--- config.mk ---
export PLATFORM = sky130hd
export DESIGN_NAME = dbg_trig_seq
export DESIGN_NICKNAME = d
export VERILOG_FILES = /design/src/rtl/dbg_trig_seq_pkg.sv /design/src/rtl/dbg_tag_tracker.sv /design/src/rtl/dbg_seq_fsm.sv /design/src/rtl/dbg_seq_outputs.sv /design/src/rtl/dbg_trig_seq.sv
export SDC_FILE = /design/constraint.sdc
export NUM_CORES = 1
export LEC_CHECK = 0
export BUFFER_PORTS_ARGS = -buffer_cell sky130_fd_sc_hd__buf_2
export CORE_AREA = 2 2 39 41
export CTS_CLUSTER_DIAMETER = 40
export DETAILED_ROUTE_END_ITERATION = 8
export DIE_AREA = 0 0 41 43
export PLACE_DENSITY = 0.7
export SYNTH_ARGS = -nofsm -noshare
export SYNTH_HDL_FRONTEND = slang
export SYNTH_SLANG_ARGS = --single-unit
--- constraint.sdc ---
create_clock -name clk -period 5.3 [get_ports clk]
set_clock_uncertainty 0.1 [all_clocks]
set_input_delay 0.265 -clock clk [delete_from_list [all_inputs] [get_ports clk]]
set_output_delay 0.265 -clock clk [all_outputs]
set_load 0.01 [all_outputs]
--- src/rtl/dbg_trig_seq_pkg.sv ---
package dbg_trig_seq_pkg;

    typedef enum logic [1:0] {
        SEQ_IDLE   = 2'd0,
        SEQ_STAGE1 = 2'd1,
        SEQ_STAGE2 = 2'd2,
        SEQ_FINAL  = 2'd3
    } seq_state_e;

    typedef enum logic [1:0] {
        CAUSE_NONE   = 2'd0,
        CAUSE_FORCED = 2'd1,
        CAUSE_TAGGED = 2'd2,
        CAUSE_SW     = 2'd3
    } fire_cause_e;

endpackage

--- src/rtl/dbg_tag_tracker.sv ---
module dbg_tag_tracker #(
    parameter int NUM_CMP = 3
) (
    input  logic               clk,
    input  logic               rst_n,
    input  logic               arm_i,
    input  logic [NUM_CMP-1:0] tag_hit_i,
    input  logic               exec_i,
    input  logic               flush_i,
    output logic [NUM_CMP-1:0] confirm_o
);

    logic [NUM_CMP-1:0] pend_q;
    logic               consume;

    // Pending tags are released when an instruction executes or when the queue is flushed.
    assign consume   = exec_i | flush_i;
    assign confirm_o = (exec_i && !flush_i) ? pend_q : '0;

    generate
        for (genvar k = 0; k < NUM_CMP; k++) begin : g_pend
            always_ff @(posedge clk or negedge rst_n) begin
                if (!rst_n) begin
                    pend_q[k] <= 1'b0;
                end else if (!arm_i) begin
                    pend_q[k] <= 1'b0;
                end else if (consume) begin
                    pend_q[k] <= tag_hit_i[k];
                end else begin
                    pend_q[k] <= pend_q[k] | tag_hit_i[k];
                end
            end
        end
    endgenerate

    assert_pend_clear_disarm_R1: assert property (
        @(posedge clk) disable iff (!rst_n)
        !arm_i |=> (pend_q == '0)
    );

endmodule

--- src/rtl/dbg_seq_fsm.sv ---
module dbg_seq_fsm
    import dbg_trig_seq_pkg::*;
#(
    parameter int NUM_CMP = 3,
    parameter int SEL_W   = 2
) (
    input  logic               clk,
    input  logic               rst_n,
    input  logic               arm_i,
    input  logic               sw_trig_i,
    input  logic [NUM_CMP-1:0] forced_hit_i,
    input  logic [NUM_CMP-1:0] tag_conf_i,
    input  logic [SEL_W-1:0]   s1_sel_i,
    input  logic               s1_final_i,
    input  logic [SEL_W-1:0]   s2_sel_i,
    input  logic               s2_final_i,
    output seq_state_e         state_o,
    output seq_state_e         state_next_o,
    output logic               enter_final_o,
    output fire_cause_e        enter_cause_o
);

    seq_state_e state_q;
    seq_state_e state_d;

    logic s1_forced, s1_tagged, s2_forced, s2_tagged;
    logic cur_forced, cur_tagged, cur_hit, cur_final;

    // Bit-pick with range guard: a select past the comparator count never hits.
    function automatic logic pick(input logic [NUM_CMP-1:0] vec, input logic [SEL_W-1:0] sel);
        logic r;
        r = 1'b0;
        for (int k = 0; k < NUM_CMP; k++) begin
            if (sel == SEL_W'(k)) r = vec[k];
        end
        return r;
    endfunction

    assign s1_forced = pick(forced_hit_i, s1_sel_i);
    assign s1_tagged = pick(tag_conf_i,   s1_sel_i);
    assign s2_forced = pick(forced_hit_i, s2_sel_i);
    assign s2_tagged = pick(tag_conf_i,   s2_sel_i);

    always_comb begin
        cur_forced = 1'b0;
        cur_tagged = 1'b0;
        cur_final  = 1'b0;
        if (state_q == SEQ_STAGE1) begin
            cur_forced = s1_forced;
            cur_tagged = s1_tagged;
            cur_final  = s1_final_i;
        end else if (state_q == SEQ_STAGE2) begin
            cur_forced = s2_forced;
            cur_tagged = s2_tagged;
            cur_final  = s2_final_i;
        end
    end

    assign cur_hit = cur_forced | cur_tagged;

    always_comb begin
        state_d = state_q;
        if (!arm_i) begin
            state_d = SEQ_IDLE;
        end else begin
            unique case (state_q)
                SEQ_IDLE:   state_d = sw_trig_i ? SEQ_FINAL : SEQ_STAGE1;
                SEQ_STAGE1: begin
                    if (sw_trig_i)    state_d = SEQ_FINAL;
                    else if (cur_hit) state_d = cur_final ? SEQ_FINAL : SEQ_STAGE2;
                end
                SEQ_STAGE2: begin
                    if (sw_trig_i)    state_d = SEQ_FINAL;
                    else if (cur_hit) state_d = cur_final ? SEQ_FINAL : SEQ_STAGE1;
                end
                SEQ_FINAL:  state_d = SEQ_FINAL;
                default:    state_d = SEQ_IDLE;
            endcase
        end
    end

    always_comb begin
        if (sw_trig_i)       enter_cause_o = CAUSE_SW;
        else if (cur_forced) enter_cause_o = CAUSE_FORCED;
        else if (cur_tagged) enter_cause_o = CAUSE_TAGGED;
        else                 enter_cause_o = CAUSE_NONE;
    end

    assign enter_final_o = (state_d == SEQ_FINAL) && (state_q != SEQ_FINAL);
    assign state_o       = state_q;
    assign state_next_o  = state_d;

    always_ff @(posedge clk or negedge rst_n) begin
        if (!rst_n) state_q <= SEQ_IDLE;
        else        state_q <= state_d;
    end

    assert_idle_when_disarmed_R1: assert property (
        @(posedge clk) disable iff (!rst_n)
        !arm_i |=> (state_q == SEQ_IDLE)
    );

    assert_sw_trigger_final_R5: assert property (
        @(posedge clk) disable iff (!rst_n)
        (arm_i && sw_trig_i) |=> (state_q == SEQ_FINAL)
    );

    assert_final_holds_R9: assert property (
        @(posedge clk) disable iff (!rst_n)
        (arm_i && state_q == SEQ_FINAL) |=> (state_q == SEQ_FINAL)
    );

endmodule

--- src/rtl/dbg_seq_outputs.sv ---
module dbg_seq_outputs
    import dbg_trig_seq_pkg::*;
(
    input  logic        clk,
    input  logic        rst_n,
    input  logic        secure_i,
    input  logic        bkpt_en_i,
    input  logic        trace_cfg_i,
    input  seq_state_e  state_next_i,
    input  logic        enter_final_i,
    input  fire_cause_e enter_cause_i,
    output logic        bkpt_o,
    output logic        trace_o,
    output fire_cause_e cause_o
);

    logic        bkpt_q;
    logic        trace_q;
    fire_cause_e cause_q;

    always_ff @(posedge clk or negedge rst_n) begin
        if (!rst_n) begin
            bkpt_q  <= 1'b0;
            trace_q <= 1'b0;
            cause_q <= CAUSE_NONE;
        end else begin
            bkpt_q <= enter_final_i && bkpt_en_i;
            if (enter_final_i) begin
                trace_q <= trace_cfg_i && !secure_i;
                cause_q <= enter_cause_i;
            end else if (state_next_i != SEQ_FINAL) begin
                trace_q <= 1'b0;
                cause_q <= CAUSE_NONE;
            end
        end
    end

    assign bkpt_o  = bkpt_q;
    assign trace_o = trace_q && !secure_i;
    assign cause_o = cause_q;

    assert_bkpt_single_pulse_R6: assert property (
        @(posedge clk) disable iff (!rst_n)
        bkpt_q |=> !bkpt_q
    );

endmodule

--- src/rtl/dbg_trig_seq.sv ---
module dbg_trig_seq
    import dbg_trig_seq_pkg::*;
#(
    parameter int NUM_CMP = 3,
    localparam int SEL_W  = (NUM_CMP > 1) ? $clog2(NUM_CMP) : 1
) (
    input  logic               clk,
    input  logic               rst_n,
    input  logic               arm_i,
    input  logic               sw_trig_i,
    input  logic [NUM_CMP-1:0] forced_hit_i,
    input  logic [NUM_CMP-1:0] tag_hit_i,
    input  logic               tag_exec_i,
    input  logic               tag_flush_i,
    input  logic               secure_i,
    input  logic [SEL_W-1:0]   s1_cmp_sel_i,
    input  logic               s1_go_final_i,
    input  logic [SEL_W-1:0]   s2_cmp_sel_i,
    input  logic               s2_go_final_i,
    input  logic               bkpt_en_i,
    input  logic               trace_cfg_i,
    output logic [1:0]         state_o,
    output logic               trace_en_o,
    output logic               bkpt_req_o,
    output logic [1:0]         cause_o
);

    logic [NUM_CMP-1:0] tag_conf;
    seq_state_e         state_cur;
    seq_state_e         state_nxt;
    logic               enter_final;
    fire_cause_e        enter_cause;
    fire_cause_e        cause_cur;

    dbg_tag_tracker #(.NUM_CMP(NUM_CMP)) u_tags (
        .clk       (clk),
        .rst_n     (rst_n),
        .arm_i     (arm_i),
        .tag_hit_i (tag_hit_i),
        .exec_i    (tag_exec_i),
        .flush_i   (tag_flush_i),
        .confirm_o (tag_conf)
    );

    dbg_seq_fsm #(.NUM_CMP(NUM_CMP), .SEL_W(SEL_W)) u_fsm (
        .clk           (clk),
        .rst_n         (rst_n),
        .arm_i         (arm_i),
        .sw_trig_i     (sw_trig_i),
        .forced_hit_i  (forced_hit_i),
        .tag_conf_i    (tag_conf),
        .s1_sel_i      (s1_cmp_sel_i),
        .s1_final_i    (s1_go_final_i),
        .s2_sel_i      (s2_cmp_sel_i),
        .s2_final_i    (s2_go_final_i),
        .state_o       (state_cur),
        .state_next_o  (state_nxt),
        .enter_final_o (enter_final),
        .enter_cause_o (enter_cause)
    );

    dbg_seq_outputs u_out (
        .clk           (clk),
        .rst_n         (rst_n),
        .secure_i      (secure_i),
        .bkpt_en_i     (bkpt_en_i),
        .trace_cfg_i   (trace_cfg_i),
        .state_next_i  (state_nxt),
        .enter_final_i (enter_final),
        .enter_cause_i (enter_cause),
        .bkpt_o        (bkpt_req_o),
        .trace_o       (trace_en_o),
        .cause_o       (cause_cur)
    );

    assign state_o = state_cur;
    assign cause_o = cause_cur;

    assert_trace_only_in_final_R7: assert property (
        @(posedge clk) disable iff (!rst_n)
        trace_en_o |-> (state_cur == SEQ_FINAL)
    );

    assert_bkpt_with_final_R6: assert property (
        @(posedge clk) disable iff (!rst_n)
        bkpt_req_o |-> (state_cur == SEQ_FINAL && $past(state_cur) != SEQ_FINAL)
    );

endmodule

; ---- After elaboration in Yosys (flattened, before gate mapping)
; Index checks and enable logic that the tools add are counted.
[word_totals]
ff_bits = 9
[classes]
n_mux = 41
reduce_logical = 11
eq_ne = 10
bitwise = 5
[ops]
columns = cell, count
row1 = $mux 1, 27
row2 = $mux 2, 12
row3 = $eq 2x2->1 const B, 5
row4 = $pmux 2 s4, 1
row5 = $eq 2x1->1 const B, 3
row6 = $logic_not 2->1, 3
row7 = $logic_and 1x1->1, 5
row8 = $or 1x1->1, 5
row9 = $ne 2x2->1 const B, 2
row10 = $mux 3, 1
row11 = $logic_not 1->1, 2
row12 = $reduce_bool 2->1, 1

; ---- Longest topological paths before layout
; Gate-level depths: netlist of run 1.
[depth]
ltp_word = 16
ltp_mapped = 6

; ---- Cells and area by module
; Synthesis of run 1 repeated with hierarchy kept, for this count alone.
[unflattened]
hier_cells = 63
area_unflattened_um2 = 601.8
[modules_own_cells]
columns = module, cells_each, area_each_um2, n_inst
row1 = dbg_seq_fsm, 34, 296.5, 1
row2 = dbg_seq_outputs, 15, 158.9, 1
row3 = dbg_tag_tracker, 14, 146.4, 1

; ---- Least setup slack after synthesis of run 1
; No wires, ideal clock.
[synth_timing]
path_kind = register to register
from = reg u_fsm.state_q[1] (netlist: u_fsm.state_o[1])
to = reg u_out.bkpt_q (netlist: u_out.bkpt_o)
path_stages_with_launch = 7
synth_period_minus_slack_ps = 1929
arrival_ps = 1728
n_path_buf = 0
path_slack_ps = 3371
setup_ps = 101
path_cell_list = dfrtp_1 nand2b_1 o32a_1 a211o_1 nand2b_2 o311ai_2 nor4_1
[synth_between]
elab_chain_len = 11
word_cells_on_any_way = 23
[synth_rtl]
columns = element, line_no
row1 = start: declaration, dbg_seq_fsm.sv:23  ; seq_state_e state_q;
row2 = start signal: assignment, dbg_seq_fsm.sv:95  ; else state_q <= state_d;
row3 = $eq 2x2->1, "dbg_seq_fsm.sv:52, dbg_seq_fsm.sv:66"
row4 = $mux 1, dbg_seq_fsm.sv:52  ; end else if (state_q == SEQ_STAGE2) begin
row5 = $mux 1, dbg_seq_fsm.sv:48  ; if (state_q == SEQ_STAGE1) begin
row6 = $or 1x1->1 (tied with other cells), dbg_seq_fsm.sv:59  ; assign cur_hit = cur_forced | cur_tagged;
row7 = "$mux 2, on equally long branches", "dbg_seq_fsm.sv:74, dbg_seq_fsm.sv:70"
row8 = "$mux 2, on equally long branches", "dbg_seq_fsm.sv:73, dbg_seq_fsm.sv:69"
row9 = $pmux 2 s4, dbg_seq_fsm.sv:66  ; unique case (state_q)
row10 = $mux 2, dbg_seq_fsm.sv:63  ; if (!arm_i) begin
row11 = $eq 2x2->1, dbg_seq_fsm.sv:89  ; assign enter_final_o = (state_d == SEQ_FINAL) && (state_q != SEQ_FINAL);
row12 = $logic_and 1x1->1 *, dbg_seq_fsm.sv:89
row13 = $logic_and 1x1->1 *, dbg_seq_outputs.sv:27  ; bkpt_q <= enter_final_i && bkpt_en_i;
row14 = end signal: assignment, dbg_seq_outputs.sv:27
row15 = end: declaration, dbg_seq_outputs.sv:17  ; logic bkpt_q;
; Every way passes the cells marked *; elsewhere a longest branch is shown, timed or not.
; A chain may end at the register's enable or synchronous reset.

; ---- Worst setup path after layout of run 1
[layout_timing]
from = reg u_fsm.state_q[1] (netlist: u_fsm.state_o[1])
to = reg u_out.trace_q
[layout_between]
elab_chain_len = 11
word_cells_on_any_way = 25
[layout_rtl]
columns = element, line_no
row1 = $eq 2x2->1, "dbg_seq_fsm.sv:52, dbg_seq_fsm.sv:66"
row2 = $mux 1, dbg_seq_fsm.sv:52
row3 = $mux 1, dbg_seq_fsm.sv:48
row4 = $or 1x1->1 (tied with other cells), dbg_seq_fsm.sv:59
row5 = "$mux 2, on equally long branches", "dbg_seq_fsm.sv:74, dbg_seq_fsm.sv:70"
row6 = "$mux 2, on equally long branches", "dbg_seq_fsm.sv:73, dbg_seq_fsm.sv:69"
row7 = $pmux 2 s4, dbg_seq_fsm.sv:66
row8 = $mux 2, dbg_seq_fsm.sv:63
row9 = $eq 2x2->1, dbg_seq_fsm.sv:89
row10 = $logic_and 1x1->1, dbg_seq_fsm.sv:89
row11 = $mux 1 or $reduce_bool 2->1 (tied branches), --
row12 = end signal: assignment, dbg_seq_outputs.sv:29  ; trace_q <= trace_cfg_i && !secure_i;
row13 = end: declaration, dbg_seq_outputs.sv:18  ; logic trace_q;
; Several ways; a longest one is shown, not always the timed one.

==> key figures, run 1 <==
Outcome
  – Status: finished clean

Layout
  – Commonest non-fill, non-tap cell in the layout: buf_2
  – FILL cells: 136
  – P&R area growth vs syn: 34.02%
  – Most frequent cells in the layout: 26 x buf_2, 9 x dfrtp_1, 4 x nand2_1, 4 x mux2i_1, 4 x nor2b_1
  – Layout cell share with drive strength beyond 1: 36.78%
  – Reg area: 225.2 um^2
  – Layout Nets: 109
  – Ant. Diodes: 0
  – Non-filler cells, final: 103
  – Multi-input gate area: 311.5 um^2

Floorplanning
  – Floorplan core area: 0.001384 mm^2
  – IO Count: 27
  – Full die area: 0.001763 mm^2
  – FP Rows: 14
  – Initial Util: 39.60%
  – Die Ht: 43 um
  – Width of the die: 41 um

Drt
  – Post-route ant nets: 0
  – Pre-antenna DRT Iters: 4
  – Vias per cell: 5.534
  – # DRC: 0
  – Drt first-iter violations: 5
  – Via count: 570
  – Post-DR wirelength/cell: 13.08 um
  – DRT Wirelength: 1347 um

STA
  – Number of setup violations in the final report: 0
  – Final worst path period share: 38.63%
  – Max-slew violation count: 0
  – Relative slew slack: 68.59%
  – Sum of negative setup slack: 0 ns
  – Hold WS: 0.1214 ns
  – Worst slew pin tran: 0.4668 ns
  – RSZ-0062 raised after global routing: no
  – Minimum clock period: 2.048 ns
  – Fmax: 488.4 MHz
  – Fin. Hold Viols: 0

CTS
  – CTS Buffer Depth: 2
  – Worst skew pair latency: 0.26 ns
  – CTS tree: built
  – Worst-path clk slew: 0.06 ns
  – Post-cts resize count: 0
  – Htree depth: 1
  – Clk sinks: 9
  – Num CTS Buffers: 3
  – Post-CTS setup buffers: 0
  – Root Buffer: clkbuf_4

Logic synthesis
  – Yosys warns: 0
  – Seq/Total Area, Yosys: 41.10%
  – Library cells used by synthesis: 26
  – FF+latch count, synth: 9
  – Post-Synthesis Cells: 56
  – Syn_nets: 77
  – Synthesized cell area: 548.0 um^2
  – Mean area per synthesized cell: 9.786 um^2

Place
  – Cells after DPL: 98
  – Dpl hpwl: 1115 um
  – Placer congestion estimate: 0.8157
  – Number of buffers added on ports: 26

Setup path
  – Buffer and inverter count on the worst path: 0
  – CP Capture Type: flip-flop
  – CP Launch Type: flip-flop
  – Worst EP arrival: 2.11 ns
  – CP max stage delay: 0.46 ns
  – Worst path cell trace: nand2b_1 -> o32a_1 -> a211o_1 -> nand2b_2 -> o311ai_2 -> nor4_1
  – Reg2reg setup slack: 3.25 ns
  – Slowest-stage cell, CP: dfrtp_1
  – Critical path fanouts, max: 9
  – WS Path Type: reg -> reg
  – CP top delay family: compound AO/OA/AOI/OAI gates
  – Worst path required time: 5.37 ns

Pwr
  – Gate power share: 22.9%
  – Leakage power: 0.3730 nW
  – Peak VDD IR: 0.1121 mV
  – Switching part of the total: 28.79%
  – Part of the power in the clock network: 31.3%
  – Power Density: 231.1 mW/mm^2
  – Psw: 0.00004887 W
  – Cell Int Power: 0.0001209 W
  – Sequential power share: 45.8%

Global route
  – Largest net degree at the start of global routing: 10
  – Total global routing overflow: 0
  – Vias in the first global route: 549
  – All-Layer GR Usage: 19.27%
  – First-pass GRT wire length: 2173 um
  – Initial antenna violation count: 0

Run
  – # Max-Cap Violations: 0

Worst hold path
  – Worst hold-check path type: in -> reg
==> metal layers <==
metal  global-route usage, %  wire [um]  vias to the layer above
met5                       0          0                        -
met4                   16.00         44                        0
met3                   4.712        116                        4
met2                   28.13        636                       24
met1                   22.30        551                      265
li1                        -          -                      277
==> timing repair <==
item                       in CTS  in global routing
hold buffers                    1                  0
hold endpoints to repair        9                  0
setup endpoints to repair       0                  0
==> area by class of cell <==
cell class / count / share of cell area [%]
flip-flops and latches: 9 / 30.66
repair buffers: 27 / 19.08
inverters: 3 / 1.533
well taps: 16 / 2.726
clock buffers: 4 / 3.578
multi-input cells: 44 / 42.42
==> metrics by stage <==
stage / worst slack, ns / cell area [um^2] / utilization (%) / total power (W)
floorplan: 3.371 / 548.0 / - / 0.00009927
finish: 3.252 / 734.5 / 53.07 / 0.0001698
detailed placement: 3.258 / 698.2 / 50.45 / 0.0001177
CTS: 3.245 / 734.5 / 53.07 / 0.0001720
global route: 3.079 / 734.5 / 53.07 / 0.0001804
global placement: 3.270 / 698.2 / 50.45 / 0.0001165
==> cells in the mapped netlist <==
cell type	number	area share, %
nand2_1	4	2.7
a31oi_1	1	1.1
o22ai_1	2	2.3
a21o_1	1	1.4
a21bo_1	1	1.8
o32a_1	1	1.8
nand2b_2	1	1.6
o31ai_1	1	1.4
dfrtp_1	9	41
mux2i_1	4	7.3
o21ai_0	1	0.91
o32ai_1	1	1.6
inv_2	1	0.68
a21oi_1	3	2.7
or3b_1	1	1.6
a211o_1	1	1.6
nand4bb_1	2	4.1
nor2_1	3	2.1
nand2b_1	2	2.3
o311ai_2	1	3.0
nor4_1	3	3.4
nor3_1	2	1.8
inv_1	2	1.4
a211oi_1	3	4.1
and3b_1	1	1.6
nor2b_1	4	4.6
==> worst register-to-register path, delay by kind of cell, from the launching register on <==
family / cells / cell delay [ns]
compound gates: 3 / 0.80
simple gates: 3 / 0.58
flops: 1 / 0.46
==> worst paths after layout <==
check,end,cells after the start,start
min in group asynchronous,u_out.cause_o[1],2,rst_n
max in group asynchronous,u_out.bkpt_o,2,rst_n
min,u_out.bkpt_o,3,bkpt_en_i
min reg2reg,u_tags.pend_q[2],2,u_tags.pend_q[2]
max reg2reg,u_out.trace_q,6,u_fsm.state_o[1]
max,u_out.trace_q,6,u_fsm.state_o[1]
==> state kept, by name (all words and copies together), names as in the netlist <==
register	cells
u_tags.pend_q	3
u_fsm.state_o	2
u_out.cause_o	2
u_out.bkpt_o	1
u_out.trace_q	1
==> power by group through the flow <==
stage	Sequential [W]	Clock, W	Combinational [W]
floorplan	0.0000797	0	0.0000196
global placement	0.0000788	0	0.0000376
detailed placement	0.0000790	0	0.0000387
CTS	0.0000777	0.0000550	0.0000393
global route	0.0000785	0.0000583	0.0000436
finish	0.0000777	0.0000531	0.0000389
==> logic make-up after synthesis <==
family                 synth area share, %
buffers and inverters                2.055
flip-flops                           41.10
multiplexers                         7.306
AND/OR/NAND/NOR                      25.80
AO/OA/AOI/OAI                        23.75
(Power assumes the default switching activity.)
==> inputs of run 2 (changes only) <==
clock period = 1.9 ns   (was 5.3 ns; I/O delays follow)
==> key figures, run 2 (synthesized netlist as in run 1, its figures left out) <==
Run
  – # Max-Cap Violations: 0

Global route
  – Total global routing overflow: 0
  – Vias in the first global route: 554
  – Initial antenna violation count: 0
  – First-pass GRT wire length: 2297 um
  – All-Layer GR Usage: 19.67%
  – Largest net degree at the start of global routing: 10

Place
  – Placer congestion estimate: 0.9254
  – Dpl hpwl: 1133 um
  – Placed cell area: 745.7 um^2
  – Number of buffers added on ports: 26
  – Cells after DPL: 103

Pwr
  – Psw: 0.0001551 W
  – Cell Int Power: 0.0003661 W
  – Gate power share: 29.6%
  – Power Density: 597.7 mW/mm^2
  – Leakage power: 0.4289 nW
  – Switching part of the total: 29.75%
  – Peak VDD IR: 0.3695 mV
  – Sequential power share: 41.2%
  – Part of the power in the clock network: 29.1%

CTS
  – Clk sinks: 9
  – CTS Buffer Depth: 2
  – Num CTS Buffers: 3
  – Root Buffer: clkbuf_4
  – Worst skew pair latency: 0.26 ns
  – CTS tree: built
  – Htree depth: 1
  – Worst-path clk slew: 0.07 ns

Worst hold path
  – Hold Startpoint: arm_i
  – Worst hold-check path type: in -> reg

Drt
  – Post-route ant nets: 0
  – DRT Wirelength: 1492 um
  – Drt first-iter violations: 9
  – Vias per cell: 5.487
  – Post-DR wirelength/cell: 13.20 um
  – Via count: 620
  – # DRC: 0
  – Pre-antenna DRT Iters: 4

STA
  – Max-slew violation count: 0
  – Worst slew pin tran: 0.4031 ns
  – Minimum clock period: 1.957 ns
  – Fmax: 510.9 MHz
  – RSZ-0062 raised after global routing: yes
  – Final worst path period share: 103.0%
  – Fin. Hold Viols: 0
  – Worst setup margin: -0.05717 ns
  – Number of setup violations in the final report: 6
  – Relative slew slack: 72.96%
  – Hold WS: 0.04616 ns

Setup path
  – Critical path fanouts, max: 5
  – Crit path from: u_fsm.state_o[0]
  – Worst EP arrival: 1.99 ns
  – Worst path required time: 1.93 ns
  – CP Launch Type: flip-flop
  – CP Capture Type: flip-flop
  – Reg2reg setup slack: -0.06 ns
  – Worst R2R Start: u_fsm.state_o[0]
  – WS Path Type: reg -> reg

Floorplanning
  – IO Count: 27
  – Full die area: 0.001763 mm^2
  – Floorplan core area: 0.001384 mm^2
  – Die Ht: 43 um
  – FP Rows: 14
  – Initial Util: 39.60%
  – Width of the die: 41 um

Layout
  – Layout Nets: 119
  – P&R area growth vs syn: 59.13%
  – Most frequent cells in the layout: 26 x buf_2, 7 x dfrtp_1, 6 x buf_4
  – Max FFs per register: 3
  – Commonest non-fill, non-tap cell in the layout: buf_2
  – Finished Cell Area: 872.1 um^2
  – Layout cell share with drive strength beyond 1: 48.45%
  – Largest reg by FF count: u_tags.pend_q
  – Non-filler cells, final: 113
  – Ant. Diodes: 0

Outcome
  – Failing checks: setup timing
  – Status: finished, violations left
## run 2: cell count changes in the layout (fill, tap and decap cells not counted), sizes merged
cell         change
buf              +6
dlygate4sd3      +4
## run 2: through the flow
| step | setup WS [ns] | utilization, % | TNS [ns] | total power [W] |
|---|---|---|---|---|
| 2_1_floorplan | 0.02790 | - | 0 | 0.0002812 |
| 3_3_place_gp | -0.01056 | 53.89 | -0.01056 | 0.0003442 |
| 3_5_place_dp | -0.01113 | 53.89 | -0.01113 | 0.0003467 |
| 4_1_cts | -0.03497 | 59.40 | -0.08879 | 0.0005057 |
| 5_1_grt | -0.1385 | 63.02 | -0.6617 | 0.0005540 |
| 6_report | -0.05717 | 63.02 | -0.2041 | 0.0005212 |
## run 2: power groups by stage
stage                     Clock (W)  Combinational, W  Sequential (W)
after global routing       0.000168          0.000169        0.000217
after floorplan                   0         0.0000571        0.000224
after CTS                  0.000154          0.000137        0.000215
after detailed placement          0          0.000128        0.000218
after global placement            0          0.000127        0.000218
final                      0.000152          0.000155        0.000215
## run 2: timing repair
action                                  CTS  global route
buffers inserted                          0             1
pin swaps                                 0             2
endpoints found under the setup margin    4             6
hold endpoints to repair                 13             0
hold buffers                              5             0
resized for setup                         0             9
## run 2: layer usage
layer | track usage (%) | up-vias | wire length [um]
met4 | 10.00 | 0 | 32
met3 | 3.141 | 4 | 103
met5 | 0 | - | 0
li1 | - | 298 | -
met2 | 30.94 | 22 | 722
met1 | 24.66 | 296 | 634
## run 2: worst paths after layout
check / cells past startpoint / endpoint
max in group asynchronous: 2 / u_fsm.state_o[1]
worst min register to register: 2 / u_tags.pend_q[2]
worst max-delay path: 6 / u_out.trace_q
worst max register to register: 6 / u_out.trace_q
worst min-delay path: 2 / u_tags.pend_q[0]
min in group asynchronous: 2 / u_out.cause_o[1]
## run 2: final cells by class
| cell class | instances | area (um^2) |
|---|---|---|
| clock buffers | 4 | 26.28 |
| fillers | 124 | 511.7 |
| inverters | 3 | 11.26 |
| multi-input cells | 44 | 361.6 |
| flip-flops and latches | 9 | 227.7 |
| well taps | 16 | 20.02 |
| repair buffers | 37 | 225.2 |
## run 2: worst max-delay path, stage by stage, from the launching register on
cell and delay (ns):
dfrtp_2 0.43, or3b_4 0.38, o32a_1 0.18, a211oi_1 0.37, o31ai_2 0.13, o311ai_4 0.15
nor4_1 0.09
